`config.mk`:
```
export PLATFORM = sky130hd
export DESIGN_NAME = pio_cmd_fifo
export DESIGN_NICKNAME = d
export VERILOG_FILES = /design/src/rtl/pio_fifo_pkg.sv /design/src/rtl/pio_fifo_ctrl.sv /design/src/rtl/pio_fifo_mem.sv /design/src/rtl/pio_cmd_buf.sv /design/src/rtl/pio_cmd_fifo.sv
export SDC_FILE = /design/constraint.sdc
export NUM_CORES = 1
export LEC_CHECK = 0
export BUFFER_PORTS_ARGS = -buffer_cell sky130_fd_sc_hd__buf_2
export CAP_MARGIN = 0
export CORE_AREA = 2 2 165 248
export CTS_CLUSTER_DIAMETER = 80
export DETAILED_ROUTE_END_ITERATION = 10
export DIE_AREA = 0 0 167 250
export GPL_TIMING_DRIVEN = 0
export SLEW_MARGIN = 20
export SYNTH_ARGS = -nofsm -noshare
export SYNTH_HDL_FRONTEND = slang
export SYNTH_HIERARCHICAL = 1
export SYNTH_SLANG_ARGS = --single-unit
```
`constraint.sdc`:
```
create_clock -name clk_i -period 6.7 [get_ports clk_i]
set_input_delay 1.34 -clock clk_i [delete_from_list [all_inputs] [get_ports clk_i]]
set_output_delay 1.34 -clock clk_i [all_outputs]
set_load 0.01 [all_outputs]
```
`src/rtl/pio_fifo_pkg.sv`:
```
package pio_fifo_pkg;
  typedef logic [7:0] byte_t;

  localparam logic [1:0] PH_DATA_OUT = 2'b00;

  function automatic logic is_data_out(input logic [1:0] ph);
    return ph == PH_DATA_OUT;
  endfunction
endpackage

```
`src/rtl/pio_fifo_ctrl.sv`:
```
module pio_fifo_ctrl
  import pio_fifo_pkg::*;
#(
  parameter  int DEPTH = 16,
  localparam int AW    = $clog2(DEPTH),
  localparam int CW    = $clog2(DEPTH + 1)
) (
  input  logic          clk_i,
  input  logic          rst_ni,
  input  logic          wr_valid_i,
  input  logic          rd_req_i,
  input  logic          data_out_i,
  input  logic          cap_mode_i,
  input  logic          rsp_load_i,
  input  logic          cmd_take_i,
  input  logic          flush_i,
  output logic [AW-1:0] wptr_o,
  output logic [AW-1:0] rptr_o,
  output logic [CW-1:0] count_o,
  output logic          mem_we_o,
  output logic          cap_we_o,
  output logic          pop_o,
  output logic          overrun_o
);
  localparam logic [CW-1:0] LIMIT = CW'(DEPTH - 1);
  localparam logic [AW-1:0] LAST  = AW'(DEPTH - 1);

  logic [AW-1:0] wptr_q, rptr_q, wptr_d, rptr_d;
  logic [CW-1:0] count_q, count_d;
  logic          ovr_q;
  logic          host_ok, wr_data_en, wr_acc, ovr_hit, rd_hit, rd_adv;

  // response load and command take override host traffic
  assign host_ok    = !rsp_load_i && !cmd_take_i;
  assign wr_data_en = host_ok && wr_valid_i && !cap_mode_i;
  assign wr_acc     = wr_data_en && (count_q != LIMIT);
  assign ovr_hit    = wr_data_en && (count_q == LIMIT);
  assign rd_hit     = host_ok && rd_req_i && (count_q != '0);
  assign rd_adv     = rd_hit && !data_out_i;

  always_comb begin
    count_d = count_q;
    wptr_d  = wptr_q;
    rptr_d  = rptr_q;
    if (rsp_load_i) begin
      count_d = CW'(2);
      wptr_d  = '0;
      rptr_d  = '0;
    end else if (cmd_take_i) begin
      count_d = '0;
      wptr_d  = '0;
      rptr_d  = '0;
    end else begin
      count_d = count_q + CW'(wr_acc) - CW'(rd_hit);
      if (wr_acc) wptr_d = (wptr_q == LAST) ? '0 : wptr_q + AW'(1);
      if (rd_adv) rptr_d = (rptr_q == LAST) ? '0 : rptr_q + AW'(1);
      if (count_d == '0) begin
        wptr_d = '0;
        rptr_d = '0;
      end
    end
  end

  always_ff @(posedge clk_i or negedge rst_ni) begin
    if (!rst_ni) begin
      count_q <= '0;
      wptr_q  <= '0;
      rptr_q  <= '0;
      ovr_q   <= 1'b0;
    end else begin
      count_q <= count_d;
      wptr_q  <= wptr_d;
      rptr_q  <= rptr_d;
      if (flush_i)      ovr_q <= 1'b0;
      else if (ovr_hit) ovr_q <= 1'b1;
    end
  end

  assign wptr_o    = wptr_q;
  assign rptr_o    = rptr_q;
  assign count_o   = count_q;
  assign mem_we_o  = wr_acc;
  assign cap_we_o  = host_ok && wr_valid_i && cap_mode_i;
  assign pop_o     = rd_hit;
  assign overrun_o = ovr_q;

  // occupancy never exceeds the limit
  a_r3_count_limit: assert property (@(posedge clk_i) disable iff (!rst_ni)
    count_q <= LIMIT);
  // dropped write leaves count unchanged and flags overrun
  a_r3_drop_holds: assert property (@(posedge clk_i) disable iff (!rst_ni)
    (ovr_hit && !rd_hit && !flush_i) |=> ($stable(count_q) && ovr_q));
  // an empty buffer has both pointers at entry 0
  a_r7_rewind: assert property (@(posedge clk_i) disable iff (!rst_ni)
    (count_q == '0) |-> (wptr_q == '0 && rptr_q == '0));
  // response load leaves two bytes
  a_r8_rsp_count: assert property (@(posedge clk_i) disable iff (!rst_ni)
    rsp_load_i |=> (count_q == CW'(2) && rptr_q == '0));
  // command take empties the buffer
  a_r9_take_empty: assert property (@(posedge clk_i) disable iff (!rst_ni)
    (cmd_take_i && !rsp_load_i) |=> (count_q == '0));
endmodule

```
`src/rtl/pio_fifo_mem.sv`:
```
module pio_fifo_mem
  import pio_fifo_pkg::*;
#(
  parameter  int DEPTH = 16,
  localparam int AW    = $clog2(DEPTH)
) (
  input  logic          clk_i,
  input  logic          rst_ni,
  input  logic          we_i,
  input  logic [AW-1:0] waddr_i,
  input  byte_t         wdata_i,
  input  logic          rsp_load_i,
  input  byte_t         rsp_status_i,
  output byte_t         mem_o [DEPTH]
);
  for (genvar i = 0; i < DEPTH; i++) begin : g_ent
    byte_t ent_q;
    logic  rsp_hit;
    byte_t rsp_val;

    // response occupies entries 0 (status) and 1 (message)
    assign rsp_hit = rsp_load_i && (i < 2);
    assign rsp_val = (i == 0) ? rsp_status_i : 8'h00;

    always_ff @(posedge clk_i or negedge rst_ni) begin
      if (!rst_ni)                                ent_q <= '0;
      else if (rsp_hit)                           ent_q <= rsp_val;
      else if (!rsp_load_i && we_i && waddr_i == AW'(i)) ent_q <= wdata_i;
    end

    assign mem_o[i] = ent_q;
  end
endmodule

```
`src/rtl/pio_cmd_buf.sv`:
```
module pio_cmd_buf
  import pio_fifo_pkg::*;
#(
  parameter  int DEPTH     = 16,
  parameter  int CMD_DEPTH = 16,
  localparam int CW        = $clog2(DEPTH + 1),
  localparam int CIW       = $clog2(CMD_DEPTH),
  localparam int CLW       = $clog2(CMD_DEPTH + 1)
) (
  input  logic           clk_i,
  input  logic           rst_ni,
  input  logic           cap_we_i,
  input  byte_t          wdata_i,
  input  logic           take_i,
  input  logic [CW-1:0]  take_cnt_i,
  input  byte_t          fifo_i [DEPTH],
  input  logic           clr_i,
  input  logic [CIW-1:0] idx_i,
  output logic [CLW-1:0] len_o,
  output byte_t          data_o
);
  localparam logic [CLW-1:0] FULL = CLW'(CMD_DEPTH);

  logic [CLW-1:0] len_q;
  logic           cap_acc;
  byte_t          cmd_q [CMD_DEPTH];

  assign cap_acc = cap_we_i && (len_q != FULL);

  for (genvar i = 0; i < CMD_DEPTH; i++) begin : g_cmd
    byte_t take_val;
    if (i == 0) begin : g_zero
      assign take_val = 8'h00;
    end else if (i < DEPTH) begin : g_copy
      assign take_val = fifo_i[i];
    end else begin : g_pad
      assign take_val = 8'h00;
    end

    always_ff @(posedge clk_i or negedge rst_ni) begin
      if (!rst_ni)                             cmd_q[i] <= '0;
      else if (take_i)                         cmd_q[i] <= take_val;
      else if (cap_acc && len_q == CLW'(i))    cmd_q[i] <= wdata_i;
    end
  end

  always_ff @(posedge clk_i or negedge rst_ni) begin
    if (!rst_ni)      len_q <= '0;
    else if (clr_i)   len_q <= '0;
    else if (take_i)  len_q <= CLW'(take_cnt_i);
    else if (cap_acc) len_q <= len_q + CLW'(1);
  end

  assign len_o  = len_q;
  assign data_o = cmd_q[idx_i];

  // command length is bounded by the buffer size
  a_r4_len_limit: assert property (@(posedge clk_i) disable iff (!rst_ni)
    len_q <= FULL);
  // leading command byte is cleared on take
  a_r9_lead_zero: assert property (@(posedge clk_i) disable iff (!rst_ni)
    take_i |=> (cmd_q[0] == 8'h00));
endmodule

```
`src/rtl/pio_cmd_fifo.sv`:
```
module pio_cmd_fifo
  import pio_fifo_pkg::*;
#(
  parameter  int DEPTH     = 16,
  parameter  int CMD_DEPTH = 16,
  localparam int AW        = $clog2(DEPTH),
  localparam int CW        = $clog2(DEPTH + 1),
  localparam int CIW       = $clog2(CMD_DEPTH),
  localparam int CLW       = $clog2(CMD_DEPTH + 1)
) (
  input  logic           clk_i,
  input  logic           rst_ni,
  input  logic           wr_valid_i,
  input  logic [7:0]     wr_data_i,
  input  logic           rd_req_i,
  input  logic [1:0]     phase_i,
  input  logic           cap_mode_i,
  input  logic           rsp_load_i,
  input  logic [7:0]     rsp_status_i,
  input  logic           cmd_take_i,
  input  logic           cmd_clr_i,
  input  logic           flush_i,
  input  logic [CIW-1:0] cmd_idx_i,
  output logic [7:0]     rd_data_o,
  output logic           irq_o,
  output logic [CW-1:0]  count_o,
  output logic           empty_o,
  output logic           overrun_o,
  output logic [CLW-1:0] cmd_len_o,
  output logic [7:0]     cmd_data_o
);
  logic [AW-1:0] wptr, rptr;
  logic [CW-1:0] count;
  logic          mem_we, cap_we, pop, data_out;
  byte_t         fifo_mem [DEPTH];
  byte_t         rd_q;
  logic          irq_q;

  assign data_out = is_data_out(phase_i);

  pio_fifo_ctrl #(.DEPTH(DEPTH)) i_ctrl (
    .clk_i      (clk_i),
    .rst_ni     (rst_ni),
    .wr_valid_i (wr_valid_i),
    .rd_req_i   (rd_req_i),
    .data_out_i (data_out),
    .cap_mode_i (cap_mode_i),
    .rsp_load_i (rsp_load_i),
    .cmd_take_i (cmd_take_i),
    .flush_i    (flush_i),
    .wptr_o     (wptr),
    .rptr_o     (rptr),
    .count_o    (count),
    .mem_we_o   (mem_we),
    .cap_we_o   (cap_we),
    .pop_o      (pop),
    .overrun_o  (overrun_o)
  );

  pio_fifo_mem #(.DEPTH(DEPTH)) i_mem (
    .clk_i        (clk_i),
    .rst_ni       (rst_ni),
    .we_i         (mem_we),
    .waddr_i      (wptr),
    .wdata_i      (wr_data_i),
    .rsp_load_i   (rsp_load_i),
    .rsp_status_i (rsp_status_i),
    .mem_o        (fifo_mem)
  );

  pio_cmd_buf #(.DEPTH(DEPTH), .CMD_DEPTH(CMD_DEPTH)) i_cmd (
    .clk_i      (clk_i),
    .rst_ni     (rst_ni),
    .cap_we_i   (cap_we),
    .wdata_i    (wr_data_i),
    .take_i     (cmd_take_i && !rsp_load_i),
    .take_cnt_i (count),
    .fifo_i     (fifo_mem),
    .clr_i      (cmd_clr_i),
    .idx_i      (cmd_idx_i),
    .len_o      (cmd_len_o),
    .data_o     (cmd_data_o)
  );

  // illegal data-out read yields zero
  always_ff @(posedge clk_i or negedge rst_ni) begin
    if (!rst_ni) begin
      rd_q  <= '0;
      irq_q <= 1'b0;
    end else begin
      irq_q <= pop;
      if (pop) rd_q <= data_out ? 8'h00 : fifo_mem[rptr];
    end
  end

  assign rd_data_o = rd_q;
  assign irq_o     = irq_q;
  assign count_o   = count;
  assign empty_o   = (count == '0);

  // capture-mode writes leave the data count alone
  a_r4_cap_bypass: assert property (@(posedge clk_i) disable iff (!rst_ni)
    (cap_mode_i && wr_valid_i && !rd_req_i && !rsp_load_i && !cmd_take_i)
      |=> $stable(count_o));
  // successful read pulses the interrupt
  a_r5_irq_pulse: assert property (@(posedge clk_i) disable iff (!rst_ni)
    (rd_req_i && count_o != '0 && !rsp_load_i && !cmd_take_i) |=> irq_o);
  // response load suppresses the read
  a_r10_rsp_wins: assert property (@(posedge clk_i) disable iff (!rst_ni)
    rsp_load_i |=> (!irq_o && $stable(rd_data_o)));
endmodule

```
# Word-level counts from Yosys, hierarchy flattened
# Cells that the tools add are included.
[op_classes]
add_sub_neg = 5
multipliers = 0
div_mod_pow = 0
magnitude_cmp = 2
eq_ne = 34
n_shift = 0
muxes = 60
bitwise = 2
reduce_logical = 76
[ops]
columns = ["operator", "count"]
rows = [
  ["8-bit two-way mux", 41],
  ["8-bit binary-select mux with 4-bit select", 2],
  ["5-bit by 4-bit equality test with 1-bit output (second input constant)", 9],
  ["1-bit logical AND", 44],
  ["4-bit two-way mux", 10],
  ["2-bit nonzero test", 19],
  ["4-bit equality test (second input constant)", 9],
  ["5-bit two-way mux", 5],
  ["5-bit by 3-bit equality test with 1-bit output (second input constant)", 4],
  ["4-bit by 3-bit equality test with 1-bit output (second input constant)", 4],
  ["5-bit logical NOT", 3],
  ["5-bit by 2-bit equality test with 1-bit output (second input constant)", 2],
  ["5-bit >= comparator (second input constant)", 2],
  ["4-bit NOT with 5-bit output", 2],
  ["4-bit by 1-bit adder with 4-bit output (second input constant)", 2],
  ["4-bit by 2-bit equality test with 1-bit output (second input constant)", 2],
  ["4-bit nonzero test", 2],
  ["5-bit by 1-bit adder with 5-bit output", 1],
  ["5-bit by 1-bit adder with 5-bit output (second input constant)", 1],
  ["5-bit by 1-bit equality test with 1-bit output (second input constant)", 1],
  ["5-bit by 4-bit != test with 1-bit output (second input constant)", 1],
  ["5-bit != test (second input constant)", 1],
  ["5-bit nonzero test", 1],
  ["5-bit by 1-bit subtractor with 5-bit output", 1],
  ["6 further kinds", 10],
]
[word_totals]
reg_bits = 284
latch_bits = 0
ramBits = 0
rom_bits = 0
input_bits = 31
out_inout_bits = 29
elab_cells = 218
n_memories = 0

# Depth between registers and ports, before layout
# Gate-level depths: netlist (run 1).
[logic_depth]
depth_word = 11
mapped_depth = 12
depth_no_buf = 12

# Hierarchy
# Netlist (run 1), hierarchy kept.
[by_module_without_submodules]
columns = ["mod", "n_inst", "cells_per_inst", "area_each_um2", "seq_area_each_um2"]
rows = [
  ["pio_cmd_buf", 1, 698, 7552.2, 3328.2],
  ["pio_fifo_mem", 1, 308, 4954.8, 3203.1],
  ["pio_cmd_fifo", 1, 117, 1407.6, 225.2],
  ["pio_fifo_ctrl", 1, 94, 996.0, 350.3],
]

# Worst setup path before layout (run 1)
# No wires, ideal clock.
[synth_timing]
kind = "input -> register"
start = "input cmd_take_i"
end = "register i_ctrl.rptr_q[0], in the netlist i_ctrl/rptr_o[0]"
setup_time_ps = 164
arrival_ps = 3619
required_time_ps = 6536
setup_slack_ps = 2917
cell_stages = 9
path_buffers = 0
path_cell_list = "nor4b_4 > nand2_2 > ha_1 > inv_1 > ha_1 > fa_1 > xnor2_1 > nor3b_1 > a211oi_1"
[synth_via]
elab_chain_len = 11
word_cells_on_any_way = 15
classes_between = "2 x add/sub; 3 x mux; 10 x reduce/logical"
[synth_rtl]
columns = ["item", "line_no", "text"]
rows = [
  ["start, declared", "pio_cmd_fifo.sv:20", "input logic cmd_take_i,"],
  ["1-bit logical NOT", "pio_fifo_ctrl.sv:34", "assign host_ok = !rsp_load_i && !cmd_take_i;"],
  ["1-bit logical AND", "pio_fifo_ctrl.sv:34", ""],
  ["1-bit logical AND (2 in series)", "pio_fifo_ctrl.sv:35", "assign wr_data_en = host_ok && wr_valid_i && !cap_mode_i;"],
  ["1-bit logical AND", "pio_fifo_ctrl.sv:36", "assign wr_acc = wr_data_en && (count_q != LIMIT);"],
  ["5-bit by 1-bit adder with 5-bit output", "pio_fifo_ctrl.sv:54", "count_d = count_q + CW'(wr_acc) - CW'(rd_hit);"],
  ["5-bit by 1-bit subtractor with 5-bit output", "pio_fifo_ctrl.sv:54", ""],
  ["5-bit logical NOT", "pio_fifo_ctrl.sv:57", "if (count_d == '0) begin"],
  ["4-bit two-way mux", "pio_fifo_ctrl.sv:57", ""],
  ["4-bit two-way mux", "pio_fifo_ctrl.sv:49", "end else if (cmd_take_i) begin"],
  ["4-bit two-way mux", "pio_fifo_ctrl.sv:45", "if (rsp_load_i) begin"],
  ["end signal, assigned", "pio_fifo_ctrl.sv:73", "rptr_q <= rptr_d;"],
  ["end, declared", "pio_fifo_ctrl.sv:28", "logic [AW-1:0] wptr_q, rptr_q, wptr_d, rptr_d;"],
]
# Parallel ways exist; a longest one is shown, timed or not.
# A chain may end at the register's enable or synchronous reset.

# Worst setup path in the final report (run 1)
[layout_timing]
start = "input cmd_idx_i[1]"
end = "output cmd_data_o[1]"
[layout_via]
elab_chain_len = 4
[layout_rtl]
columns = ["item", "line_no", "text"]
rows = [
  ["start, declared", "pio_cmd_fifo.sv:23", "input logic [CIW-1:0] cmd_idx_i,"],
  ["4-bit NOT with 5-bit output (not written as such)", "pio_cmd_buf.sv:55", "assign data_o = cmd_q[idx_i];"],
  ["8-bit binary-select mux with 4-bit select", "pio_cmd_buf.sv:55", ""],
  ["8-bit two-way mux (not written as such) (2 in series)", "pio_cmd_buf.sv:55", ""],
  ["end, declared", "pio_cmd_fifo.sv:30", "output logic [7:0] cmd_data_o"],
]
# Every way passes these cells. The select of a mux whose other input is x is not followed.

==> tab_implementation.tex, run 1 <==
\begin{tabular}{lr}
\hline
Metric & Value \\
\hline
\multicolumn{2}{l}{\textbf{Clocking}} \\
\quad Worst-Skew Late Latency & 0.56 ns \\
\quad H-tree lvl count & 1 \\
\quad TritonCTS clock tree & built \\
\quad Root buf cell & sky130\_fd\_sc\_hd\_\_clkbuf\_16 \\
\quad Clock Pin Slew Worst Setup and Hold Paths & 0.06 ns \\
\quad Hold buffer count at cts & 0 \\
\quad Number of buffers created by CTS & 28 \\
\quad Maximum number of buffers from clock root to sink & 3 \\
\quad Setup Fix Bufs, Post-CTS & 0 \\
\quad Count of cells resized by post-cts repair & 0 \\
\quad Sinks on the clock net & 284 \\
\multicolumn{2}{l}{\textbf{Layout}} \\
\quad Utilization after layout & 42.4\% \\
\quad Share of post-route cells with drive strength above 1 & 33.6\% \\
\quad Net count of the finished layout & 1354 \\
\quad Relative area change from synthesis to final layout & 13.0\% \\
\quad Number of inserted diodes & 0 \\
\multicolumn{2}{l}{\textbf{Outcome}} \\
\quad Status & completed \\
\multicolumn{2}{l}{\textbf{Placed design}} \\
\quad Placed wire-length estimate & 36.0 mm \\
\quad Weighted congestion reported at the end of routability-driven placement & 0.894 \\
\quad Port-buffer cells & 58 \\
\multicolumn{2}{l}{\textbf{Setup path}} \\
\quad Endpoint type of the worst setup path & output port \\
\quad Beginning of the worst register-to-register path & i\_ctrl/count\_o[3]\$\_DFF\_PN0\_ \\
\quad Required time of the critical path & 5.36 ns \\
\quad Critical setup path kind & input port to output port \\
\quad Worst R2R Setup Slack & 2.50 ns \\
\quad R2R depth & 11 \\
\quad Worst Path Max Fanout & 10 \\
\quad R2r endpoint & i\_ctrl/wptr\_o[0]\$\_DFFE\_PN0P\_ \\
\quad Buf/Inv on CP & 3 \\
\quad Arr. time, crit path & 3.53 ns \\
\quad Type of origin of the critical path & input port \\
\quad Cell Chain, Critical Path & buf\_2 > buf\_1 > mux4\_2 > a22oi\_1 > nand2\_1 > buf\_2 \\
\quad Most Frequent Cell on Critical Path & sky130\_fd\_sc\_hd\_\_buf\_2 \\
\quad Standard cell with the maximum stage delay on the critical path & sky130\_fd\_sc\_hd\_\_buf\_1 \\
\quad Delay of the slowest cell on the worst path & 0.71 ns \\
\quad Dominant delay contributor by cell family on the critical path & buffers and inverters \\
\multicolumn{2}{l}{\textbf{Route}} \\
\quad Final WL & 46.1 mm \\
\quad Length of routed met3 wiring & 1.82 mm \\
\quad Average wire per standard cell & 25.2 um \\
\quad Iter 0 DRT Violations & 851 \\
\quad Total number of vias & 10300 \\
\quad Number of detailed-routing iterations run before antenna repair & 5 \\
\quad Final antenna-violating net count & 0 \\
\quad Highest metal layer used by the detailed router & met4 \\
\quad Routed length on met2 & 22.8 mm \\
\quad Via count normalized by instance count & 5.60 \\
\quad \# DRC & 0 \\
\quad Length of routed wiring on met1 & 18.2 mm \\
\multicolumn{2}{l}{\textbf{Power and ir drop}} \\
\quad Net switching power of the design & 1.11 mW \\
\quad Design internal power & 3.04 mW \\
\quad Power Total & 4.15 mW \\
\quad Portion of total power attributed to the clock network & 39.3\% \\
\quad Total power divided by cell area & 246 nW/um\^{}2 \\
\quad Sw frac & 26.7\% \\
\quad Peak VDD IR & 0.000192 V \\
\quad Part of the power in registers & 46.2\% \\
\quad Share of total power in combinational logic & 14.5\% \\
\quad Lkg Pwr & 7.72 nW \\
\multicolumn{2}{l}{\textbf{Logic synthesis}} \\
\quad Fraction of the mapped netlist area in compound gates & 8.54\% \\
\quad Fraction of the yosys area taken by sequential cells & 47.7\% \\
\quad Share of synthesized flip-flops with an asynchronous set or reset & 100\% \\
\quad Total number of yosys warnings & 6 \\
\quad Synthesized area per cell & 12.3 sq um \\
\quad Portion of netlist area occupied by mux cells & 26.4\% \\
\quad Number of cells produced by synthesis & 1217 \\
\quad Flip-flop and latch count after synthesis & 284 \\
\quad Xor and xnor fraction of the mapped netlist area & 0.294\% \\
\quad Synth Flop Type & sky130\_fd\_sc\_hd\_\_dfrtp\_1 \\
\quad Post-synth EDFFs & 0 \\
\quad Adder and majority gate portion of the synthesized area & 1.39\% \\
\quad Syn\_nets & 1264 \\
\quad Dominant combinational cell family by area after synthesis & multiplexers \\
\quad Mapped Area & 14900 sq um \\
\quad Area fraction in and, or, nand and nor cells after synthesis & 12.3\% \\
\quad Number of library cell types mapped by synthesis & 75 \\
\multicolumn{2}{l}{\textbf{STA}} \\
\quad Achievable clock frequency & 0.205 GHz \\
\quad Fin Clk Skew & 0.0251 ns \\
\quad RSZ-0062 raised after global routing & false \\
\quad Rel. slew slack & 28.9\% \\
\quad Part of the cycle the worst path needs & 72.6\% \\
\quad Measured slew at the worst slew-check pin & 1.06 ns \\
\quad Final number of max-transition violations & 0 \\
\quad Count of final setup violators & 0 \\
\quad Final Critical Period & 4.87 ns \\
\quad Final hold vios & 0 \\
\multicolumn{2}{l}{\textbf{Floorplan}} \\
\quad Area enclosed by the die boundary & 41800 sq um \\
\quad Effective utilization at floorplan & 37.5\% \\
\quad Die span in y & 250 um \\
\quad Ports & 60 \\
\quad Floorplan Core Area & 39800 sq um \\
\quad Die Width & 167 um \\
\quad Standard-cell row count & 90 \\
\multicolumn{2}{l}{\textbf{GRT}} \\
\quad All-Layer GR Usage & 22.2\% \\
\quad Largest net degree at the start of global routing & 100 \\
\quad Wire length of the first global-routing pass & 69.9 mm \\
\quad Antenna violations before repair & 0 \\
\quad Remaining global-route overflow & 0 \\
\quad Number of global-route vias before repair & 10700 \\
\multicolumn{2}{l}{\textbf{Hold path}} \\
\quad Startpoint of the worst hold path & i\_cmd/cmd\_q[37]\$\_DFFE\_PN0P\_ \\
\quad Cell depth of the worst min-delay path & 1 \\
\quad Hold path endpoint & i\_cmd/cmd\_q[37]\$\_DFFE\_PN0P\_ \\
\quad Type of the worst min-delay path & flop to flop \\
\multicolumn{2}{l}{\textbf{Flow run}} \\
\quad Maximum capacitance violations & 0 \\
\hline
\end{tabular}
power by group through the flow:
stage / Combinational (mW) / Sequential, mW / Clock [mW]
2_1_floorplan: 0.373 / 1.92 / 0
3_3_place_gp: 0.584 / 1.94 / 0
3_5_place_dp: 0.601 / 1.95 / 0
4_1_cts: 0.603 / 1.92 / 1.66
5_1_grt: 0.646 / 1.93 / 1.73
6_report: 0.601 / 1.92 / 1.63
synth_stat cells, types with 4 or more instances:
master                     count  area share, %
sky130_fd_sc_hd__mux4_2       42            6.3
sky130_fd_sc_hd__mux2_2      213             16
sky130_fd_sc_hd__ha_1         15            1.3
sky130_fd_sc_hd__inv_1        17           0.43
sky130_fd_sc_hd__buf_4         9           0.45
sky130_fd_sc_hd__nand2b_1      9           0.38
sky130_fd_sc_hd__a21oi_1      17           0.57
sky130_fd_sc_hd__buf_1        12           0.30
sky130_fd_sc_hd__a221o_1      16            1.1
sky130_fd_sc_hd__a211oi_1     26            1.3
sky130_fd_sc_hd__a22o_1        8           0.47
sky130_fd_sc_hd__a221oi_1     10           0.59
sky130_fd_sc_hd__a31oi_1      20           0.84
sky130_fd_sc_hd__o21ai_0      19           0.64
sky130_fd_sc_hd__nor2_1       15           0.38
sky130_fd_sc_hd__buf_2        27           0.91
sky130_fd_sc_hd__dfrtp_1     284             48
sky130_fd_sc_hd__mux2i_1      19            1.3
sky130_fd_sc_hd__and2_1       11           0.46
sky130_fd_sc_hd__nor3_1        9           0.30
sky130_fd_sc_hd__nand4b_1      4           0.23
sky130_fd_sc_hd__nand2_1     236            5.9
sky130_fd_sc_hd__buf_6         7           0.53
sky130_fd_sc_hd__a22oi_1      16           0.81
sky130_fd_sc_hd__nand3_1      12           0.40
sky130_fd_sc_hd__nor2b_1      26            1.1
sky130_fd_sc_hd__clkbuf_1     24           0.60
sky130_fd_sc_hd__mux4_1       14            2.5
routing by layer:
metal	vias to the layer above	global-route usage, %
li1	4629	-
met1	5214	27.5
met2	322	37.4
met3	102	2.00
met4	0	14.2
met5	-	0
final cells by class:
class | instances | area, sq um
fillers | 3766 | 22900
multi-input cells | 835 | 7310
flip-flops and latches | 284 | 7110
clock buffers | 36 | 782
well taps | 506 | 633
plain buffers | 80 | 437
repair buffers | 60 | 355
clock inverters | 14 | 160
inverters | 18 | 67.6
sequential cells by signal, indices dropped and copies added (netlist names):
register and flops:
i_ctrl/overrun_o 1, i_ctrl/rptr_o 4, i_cmd/cmd_q 128, i_cmd/len_o 5, i_ctrl/wptr_o 4, i_mem/g_ent.ent_q 128
irq_o 1, i_ctrl/count_o 5, rd_data_o 8
cell families (layout without fill, tap and decap cells):
| family | count (synthesis) | in the layout |
|---|---|---|
| AND/OR/NAND/NOR | 363 | 363 |
| multiplexers | 291 | 291 |
| flip-flops | 284 | 284 |
| AO/OA/AOI/OAI | 160 | 160 |
| buffers and inverters | 98 | 208 |
| adder cells (fa/ha/maj) | 16 | 16 |
| XOR/XNOR | 5 | 5 |
metrics by stage:
stage	setup slack (ns)	instance area [sq um]	hold slack (ns)	TNS, ns	cells
finish	1.83	16900	0.494	0	1833
global route	1.89	16900	0.513	0	1833
CTS	1.88	16800	0.495	0	1833
detailed placement	1.88	15900	0.481	0	1783
global placement	-0.898	15800	0.472	-240.44	1781
floorplan	2.92	14900	0.459	0	1217
layout by cell type (no fill, tap or decap), drive strengths merged, types with 4 or more instances in the layout:
cell type,synthesis,layout
nor2b,28,28
dfrtp,284,284
a221o,16,16
mux2,216,216
buf,56,116
and2,11,11
nor2,19,19
clkinv,1,9
a31oi,24,24
a211oi,27,27
a21oi,20,20
nand2b,9,9
mux2i,19,19
a41oi,4,4
nand3,12,12
a22o,8,8
nor3b,4,4
nor4b,7,7
and3,4,4
nand4b,4,4
inv,17,17
mux4,56,56
nor3,11,11
ha,15,15
nand2,238,238
a21o,4,4
o21ai,20,20
a221oi,10,10
a22oi,16,16
clkbuf,24,60
worst max path at each step:
stage / startpoint / end / depth (start not counted)
3_5_place_dp: cmd_idx_i[1] / cmd_data_o[1] / 6
5_1_grt: cmd_idx_i[1] / cmd_data_o[1] / 6
2_1_floorplan: cmd_take_i / i_ctrl/rptr_o[0]$_DFFE_PN0P_ / 9
3_3_place_gp: rst_ni / i_cmd/cmd_q[34]$_DFFE_PN0P_ / 1
4_1_cts: cmd_idx_i[1] / cmd_data_o[1] / 6
6_report: cmd_idx_i[1] / cmd_data_o[1] / 6
Note: power is estimated with default switching activity, not from simulation.
==> run 2: changes to the inputs <==
==> constraint.sdc (replaced) <==
create_clock -name clk_i -period 4.2 [get_ports clk_i]
set_input_delay 0.84 -clock clk_i [delete_from_list [all_inputs] [get_ports clk_i]]
set_output_delay 0.84 -clock clk_i [all_outputs]
set_load 0.01 [all_outputs]
==> tab_implementation.tex, run 2 (synthesis gave the netlist of run 1 again) <==
\begin{tabular}{lr}
\hline
Metric & Value \\
\hline
\multicolumn{2}{l}{\textbf{Setup path}} \\
\quad Delay of the slowest cell on the worst path & 0.72 ns \\
\quad R2R depth & 12 \\
\quad Standard cell with the maximum stage delay on the critical path & sky130\_fd\_sc\_hd\_\_buf\_1 \\
\quad Cell Chain, Critical Path & buf\_2 > buf\_1 > mux4\_2 > a22oi\_1 > nand2\_1 > buf\_2 \\
\quad Critical path depth in cells & 6 \\
\quad Worst Path Max Fanout & 10 \\
\quad Type of origin of the critical path & input port \\
\quad Required time of the critical path & 3.36 ns \\
\quad Buf/Inv on CP & 3 \\
\quad Most Frequent Cell on Critical Path & sky130\_fd\_sc\_hd\_\_buf\_2 \\
\quad Critical setup path kind & input port to output port \\
\quad Beginning of the worst register-to-register path & i\_ctrl/count\_o[3]\$\_DFF\_PN0\_ \\
\quad Endpoint type of the worst setup path & output port \\
\quad Worst setup path startpoint & cmd\_idx\_i[1] \\
\quad R2r endpoint & i\_ctrl/wptr\_o[0]\$\_DFFE\_PN0P\_ \\
\quad Worst R2R Setup Slack & 0.34 ns \\
\quad Arr. time, crit path & 3.05 ns \\
\quad CP endpoint & cmd\_data\_o[1] \\
\quad Dominant delay contributor by cell family on the critical path & buffers and inverters \\
\multicolumn{2}{l}{\textbf{Floorplan}} \\
\quad Die Width & 167 um \\
\quad Area enclosed by the die boundary & 41800 sq um \\
\quad Floorplan Core Area & 39800 sq um \\
\quad Standard-cell row count & 90 \\
\quad Effective utilization at floorplan & 37.5\% \\
\quad Die span in y & 250 um \\
\quad Ports & 60 \\
\multicolumn{2}{l}{\textbf{Layout}} \\
\quad Most common library cell in the layout ignoring fill and taps & sky130\_fd\_sc\_hd\_\_dfrtp\_1 \\
\quad Relative area change from synthesis to final layout & 13.1\% \\
\quad Commonest cells after routing, fill and taps aside & sky130\_fd\_sc\_hd\_\_dfrtp\_1, sky130\_fd\_sc\_hd\_\_nand2\_1, sky130\_fd\_sc\_hd\_\_mux2\_2, sky130\_fd\_sc\_hd\_\_buf\_2, sky130\_fd\_sc\_hd\_\_mux4\_2 \\
\quad Final Instance Count excl. Fillers & 1834 \\
\quad Net count of the finished layout & 1354 \\
\quad Share of post-route cells with drive strength above 1 & 33.7\% \\
\multicolumn{2}{l}{\textbf{Outcome}} \\
\quad Status & completed \\
\multicolumn{2}{l}{\textbf{Power and ir drop}} \\
\quad Peak VDD IR & 0.000306 V \\
\quad Power Total & 6.63 mW \\
\quad Total power divided by cell area & 393 nW/um\^{}2 \\
\quad Lkg Pwr & 7.72 nW \\
\multicolumn{2}{l}{\textbf{STA}} \\
\quad Final Critical Period & 3.89 ns \\
\quad Final hold vios & 0 \\
\quad Count of final setup violators & 0 \\
\quad Rel. slew slack & 35.3\% \\
\quad RSZ-0062 raised after global routing & false \\
\quad Final number of max-transition violations & 0 \\
\quad Achievable clock frequency & 0.257 GHz \\
\quad Measured slew at the worst slew-check pin & 0.957 ns \\
\quad Fin Clk Skew & 0.0214 ns \\
\quad Part of the cycle the worst path needs & 92.5\% \\
\multicolumn{2}{l}{\textbf{Clocking}} \\
\quad Number of buffers created by CTS & 28 \\
\quad H-tree lvl count & 1 \\
\quad Maximum number of buffers from clock root to sink & 3 \\
\quad TritonCTS clock tree & built \\
\quad Hold buffer count at cts & 0 \\
\quad Setup Fix Bufs, Post-CTS & 0 \\
\quad Root buf cell & sky130\_fd\_sc\_hd\_\_clkbuf\_16 \\
\quad Worst-Skew Late Latency & 0.56 ns \\
\quad Clock Pin Slew Worst Setup and Hold Paths & 0.06 ns \\
\quad Sinks on the clock net & 284 \\
\multicolumn{2}{l}{\textbf{Route}} \\
\quad Average wire per standard cell & 25.2 um \\
\quad Total number of vias & 10300 \\
\quad Iter 0 DRT Violations & 865 \\
\quad \# DRC & 0 \\
\quad Final WL & 46.2 mm \\
\quad Number of detailed-routing iterations run before antenna repair & 5 \\
\quad Via count normalized by instance count & 5.60 \\
\quad Final antenna-violating net count & 0 \\
\multicolumn{2}{l}{\textbf{GRT}} \\
\quad Wire length of the first global-routing pass & 69.9 mm \\
\quad Number of global-route vias before repair & 10700 \\
\quad Remaining global-route overflow & 0 \\
\quad Largest net degree at the start of global routing & 100 \\
\quad Antenna violations before repair & 0 \\
\quad All-Layer GR Usage & 22.3\% \\
\multicolumn{2}{l}{\textbf{Placed design}} \\
\quad Number of placed instances with taps included & 1783 \\
\quad Placed wire-length estimate & 36.0 mm \\
\quad Weighted congestion reported at the end of routability-driven placement & 0.894 \\
\quad Port-buffer cells & 58 \\
\multicolumn{2}{l}{\textbf{Hold path}} \\
\quad Type of the worst min-delay path & input port to asynchronous set/reset pin \\
\multicolumn{2}{l}{\textbf{Flow run}} \\
\quad Maximum capacitance violations & 0 \\
\hline
\end{tabular}
[run 2: changes by cell type in the layout (fill, tap and decap cells not counted)]
cell,delta
sky130_fd_sc_hd__nor3b_2,+1
sky130_fd_sc_hd__nor3b_1,-1
sky130_fd_sc_hd__diode_2,+1
[run 2: area by class of cell]
| type | instances | area (sq um) |
|---|---|---|
| fillers | 3765 | 22900 |
| multi-input cells | 835 | 7310 |
| flip-flops and latches | 284 | 7110 |
| clock buffers | 36 | 782 |
| well taps | 506 | 633 |
| plain buffers | 80 | 437 |
| repair buffers | 60 | 355 |
| clock inverters | 14 | 160 |
| inverters | 18 | 67.6 |
| diodes | 1 | 2.50 |
[run 2: how the worst min path moves through the flow]
stage / startpoint / endpoint / slack [ns] / depth (start not counted)
2_1_floorplan: i_cmd/cmd_q[37]$_DFFE_PN0P_ / i_cmd/cmd_q[37]$_DFFE_PN0P_ / 0.46 / 1
5_1_grt: rst_ni / i_mem/g_ent[6].ent_q[3]$_DFFE_PN0P_ / 0.40 / 1
3_3_place_gp: i_cmd/cmd_q[37]$_DFFE_PN0P_ / i_cmd/cmd_q[37]$_DFFE_PN0P_ / 0.47 / 1
6_report: rst_ni / i_mem/g_ent[6].ent_q[4]$_DFFE_PN0P_ / 0.33 / 1
3_5_place_dp: i_cmd/cmd_q[37]$_DFFE_PN0P_ / i_cmd/cmd_q[37]$_DFFE_PN0P_ / 0.48 / 1
4_1_cts: rst_ni / i_mem/g_ent[0].ent_q[4]$_DFFE_PN0P_ / 0.36 / 1
[run 2: worst register-to-register path, delay by kind of cell, from the launching register on]
kind                     cells  cell delay, ns
AND/OR/NAND/NOR              4            1.51
adder cells (fa/ha/maj)      4            1.13
flip-flops                   1            0.54
AO/OA/AOI/OAI                2            0.32
buffers and inverters        2            0.20
[run 2: stage by stage]
step                worst slack [ns]  hold slack, ns  TNS, ns  area, sq um  utilization (%)
finish                         0.314           0.328        0        16900             42.4
global route                   0.156           0.400        0        16900             42.4
CTS                            0.322           0.365        0        16900             42.4
detailed placement            0.0249           0.481        0        15900             40.0
global placement               -2.90           0.472  -808.44        15800             39.8
floorplan                      0.738           0.459        0        14900                -
[run 2: report_power, final]
group | leakage, nW | switching (mW) | internal (mW)
Sequential | 3.74 | 0.123 | 2.94
Clock | 0.458 | 1.11 | 1.50
Combinational | 3.52 | 0.546 | 0.415
Total | 7.72 | 1.78 | 4.85
[run 2: what timing repair did]
item | in CTS | in global routing
hold endpoints to repair | 0 | 0
resized for setup | 1 | 0
setup endpoints to repair | 3 | 0
[run 2: per-layer routing]
metal  vias up  wire [um]  GRT usage, %
li1       4637          -             -
met4         0       3310          14.2
met5         -          0             0
met3       101       1780          2.00
met1      5219      18300          27.5
met2       310      22800          37.4
==> run 3: changes to the inputs <==
--- a/config.mk
+++ b/config.mk
@@ -7,10 +7,10 @@
 export LEC_CHECK = 0
 export BUFFER_PORTS_ARGS = -buffer_cell sky130_fd_sc_hd__buf_2
 export CAP_MARGIN = 0
-export CORE_AREA = 2 2 165 248
+export CORE_AREA = 2 2 171 240
 export CTS_CLUSTER_DIAMETER = 80
 export DETAILED_ROUTE_END_ITERATION = 10
-export DIE_AREA = 0 0 167 250
+export DIE_AREA = 0 0 173 242
 export GPL_TIMING_DRIVEN = 0
 export SLEW_MARGIN = 20
 export SYNTH_ARGS = -nofsm -noshare
==> tab_implementation.tex, run 3 (synthesis gave the netlist of run 1 again) <==
\begin{tabular}{lr}
\hline
Metric & Value \\
\hline
\multicolumn{2}{l}{\textbf{STA}} \\
\quad Count of final setup violators & 0 \\
\quad Achievable clock frequency & 0.267 GHz \\
\quad Final number of max-transition violations & 0 \\
\quad Part of the cycle the worst path needs & 89.2\% \\
\quad RSZ-0062 raised after global routing & false \\
\quad Final Critical Period & 3.75 ns \\
\quad Measured slew at the worst slew-check pin & 1.00 ns \\
\quad Worst slack on hold paths & 0.284 ns \\
\quad Rel. slew slack & 32.3\% \\
\quad Fin Clk Skew & 0.0155 ns \\
\quad Final hold vios & 0 \\
\multicolumn{2}{l}{\textbf{Layout}} \\
\quad Net count of the finished layout & 1354 \\
\quad Sequential standard cell area & 7110 sq um \\
\quad Number of inserted diodes & 0 \\
\quad Area of the multi-input gates & 7310 sq um \\
\quad Most common library cell in the layout ignoring fill and taps & sky130\_fd\_sc\_hd\_\_dfrtp\_1 \\
\quad Post-route cell area & 17000 sq um \\
\quad Layout fillers & 3843 \\
\quad Share of post-route cells with drive strength above 1 & 33.9\% \\
\quad Relative area change from synthesis to final layout & 13.7\% \\
\quad Final Instance Count excl. Fillers & 1863 \\
\quad Commonest cells after routing, fill and taps aside & sky130\_fd\_sc\_hd\_\_dfrtp\_1, sky130\_fd\_sc\_hd\_\_nand2\_1, sky130\_fd\_sc\_hd\_\_mux2\_2, sky130\_fd\_sc\_hd\_\_buf\_2, sky130\_fd\_sc\_hd\_\_mux4\_2 \\
\multicolumn{2}{l}{\textbf{Route}} \\
\quad Total number of vias & 10400 \\
\quad Final antenna-violating net count & 0 \\
\quad Average wire per standard cell & 25.0 um \\
\quad Via count normalized by instance count & 5.57 \\
\quad \# DRC & 0 \\
\quad Iter 0 DRT Violations & 871 \\
\quad Number of detailed-routing iterations run before antenna repair & 5 \\
\quad Final WL & 46.6 mm \\
\multicolumn{2}{l}{\textbf{Clocking}} \\
\quad Sinks on the clock net & 284 \\
\quad H-tree lvl count & 1 \\
\quad Maximum number of buffers from clock root to sink & 3 \\
\quad TritonCTS clock tree & built \\
\quad Hold buffer count at cts & 0 \\
\quad Count of cells resized by post-cts repair & 0 \\
\quad Worst-Skew Late Latency & 0.57 ns \\
\quad Number of buffers created by CTS & 28 \\
\quad Clock Pin Slew Worst Setup and Hold Paths & 0.07 ns \\
\quad Root buf cell & sky130\_fd\_sc\_hd\_\_clkbuf\_16 \\
\quad Setup Fix Bufs, Post-CTS & 0 \\
\multicolumn{2}{l}{\textbf{Power and ir drop}} \\
\quad Power Total & 6.78 mW \\
\quad Sw frac & 26.7\% \\
\quad Peak VDD IR & 0.000336 V \\
\quad Lkg Pwr & 7.75 nW \\
\quad Share of total power in combinational logic & 14.1\% \\
\quad Total power divided by cell area & 400 nW/um\^{}2 \\
\quad Net switching power of the design & 1.81 mW \\
\quad Portion of total power attributed to the clock network & 40.8\% \\
\quad Part of the power in registers & 45.1\% \\
\quad Design internal power & 4.97 mW \\
\multicolumn{2}{l}{\textbf{Setup path}} \\
\quad Worst Path Max Fanout & 10 \\
\quad Standard cell with the maximum stage delay on the critical path & sky130\_fd\_sc\_hd\_\_buf\_1 \\
\quad Endpoint type of the worst setup path & output port \\
\quad Critical setup path kind & input port to output port \\
\quad Arr. time, crit path & 2.91 ns \\
\quad Worst setup path startpoint & cmd\_idx\_i[1] \\
\quad Most Frequent Cell on Critical Path & sky130\_fd\_sc\_hd\_\_buf\_2 \\
\quad Required time of the critical path & 3.36 ns \\
\quad Type of origin of the critical path & input port \\
\quad Cell Chain, Critical Path & buf\_2 > buf\_1 > mux4\_2 > a22oi\_1 > nand2\_1 > buf\_2 \\
\quad Beginning of the worst register-to-register path & i\_ctrl/count\_o[3]\$\_DFF\_PN0\_ \\
\quad Delay of the slowest cell on the worst path & 0.72 ns \\
\multicolumn{2}{l}{\textbf{Floorplan}} \\
\quad Area enclosed by the die boundary & 41900 sq um \\
\quad Ports & 60 \\
\quad Die Width & 173 um \\
\quad Die span in y & 242 um \\
\quad Standard-cell row count & 87 \\
\quad Effective utilization at floorplan & 37.4\% \\
\quad Floorplan Core Area & 39800 sq um \\
\multicolumn{2}{l}{\textbf{GRT}} \\
\quad Remaining global-route overflow & 0 \\
\quad All-Layer GR Usage & 22.3\% \\
\quad Antenna violations before repair & 0 \\
\quad Largest net degree at the start of global routing & 97 \\
\quad Wire length of the first global-routing pass & 70.8 mm \\
\quad Number of global-route vias before repair & 10800 \\
\multicolumn{2}{l}{\textbf{Flow run}} \\
\quad Maximum capacitance violations & 0 \\
\multicolumn{2}{l}{\textbf{Placed design}} \\
\quad Weighted congestion reported at the end of routability-driven placement & 0.933 \\
\quad Placed wire-length estimate & 35.8 mm \\
\quad Port-buffer cells & 58 \\
\quad Placed instance area & 15900 sq um \\
\quad Number of placed instances with taps included & 1811 \\
\multicolumn{2}{l}{\textbf{Hold path}} \\
\quad Type of the worst min-delay path & input port to asynchronous set/reset pin \\
\multicolumn{2}{l}{\textbf{Outcome}} \\
\quad Status & completed \\
\hline
\end{tabular}
-- run 3: metal layers --
layer / track usage (%) / up-vias / wire (um) / share of wire, %
met3: 2.18 / 89 / 2120 / 4.5
met5: 0 / - / 0 / 0
met4: 11.5 / 0 / 2580 / 5.5
met1: 27.9 / 5323 / 18700 / 40
met2: 38.5 / 347 / 23200 / 50
li1: - / 4622 / - / -
-- run 3: final timing paths --
check / end / slack, ns / cells after the start
worst max-delay path: cmd_data_o[6] / 0.45 / 6
worst min-delay path: i_mem/g_ent[7].ent_q[4]$_DFFE_PN0P_ / 0.28 / 1
worst max register to register: i_ctrl/rptr_o[3]$_DFFE_PN0P_ / 0.47 / 11
worst min register to register: i_cmd/cmd_q[57]$_DFFE_PN0P_ / 0.50 / 1
max in group asynchronous: i_cmd/cmd_q[33]$_DFFE_PN0P_ / 2.41 / 3
min in group clk_i: i_cmd/len_o[3]$_DFFE_PN0P_ / 0.50 / 2
-- run 3: stage by stage --
step / setup TNS (ns) / setup WS (ns) / util (%)
5_1_grt: 0 / 0.162 / 42.6
4_1_cts: 0 / 0.0506 / 42.6
2_1_floorplan: 0 / 0.738 / -
6_report: 0 / 0.453 / 42.6
3_5_place_dp: 0 / 0.0782 / 40.0
3_3_place_gp: -841.66 / -3.02 / 39.8
-- run 3: worst max-delay path, delay by kind of cell --
family	cells	cell delay (ns)
buf+inv	3	1.03
mux	1	0.41
compound gates	1	0.45
simple gates	1	0.17
-- run 3: layout make-up --
| class | instances | area share [%] |
|---|---|---|
| plain buffers | 80 | 2.58 |
| clock buffers | 37 | 4.81 |
| inverters | 18 | 0.398 |
| multi-input cells | 835 | 43.1 |
| clock inverters | 15 | 1.14 |
| repair buffers | 60 | 2.10 |
| flip-flops and latches | 284 | 41.9 |
| well taps | 534 | 3.94 |
-- run 3: power groups by stage --
stage | clock, mW | sequential [mW] | combinational, mW
2_1_floorplan | 0 | 3.07 | 0.595
3_3_place_gp | 0 | 3.09 | 0.934
3_5_place_dp | 0 | 3.10 | 0.959
4_1_cts | 2.80 | 3.05 | 0.962
5_1_grt | 2.93 | 3.08 | 1.04
6_report | 2.77 | 3.05 | 0.958
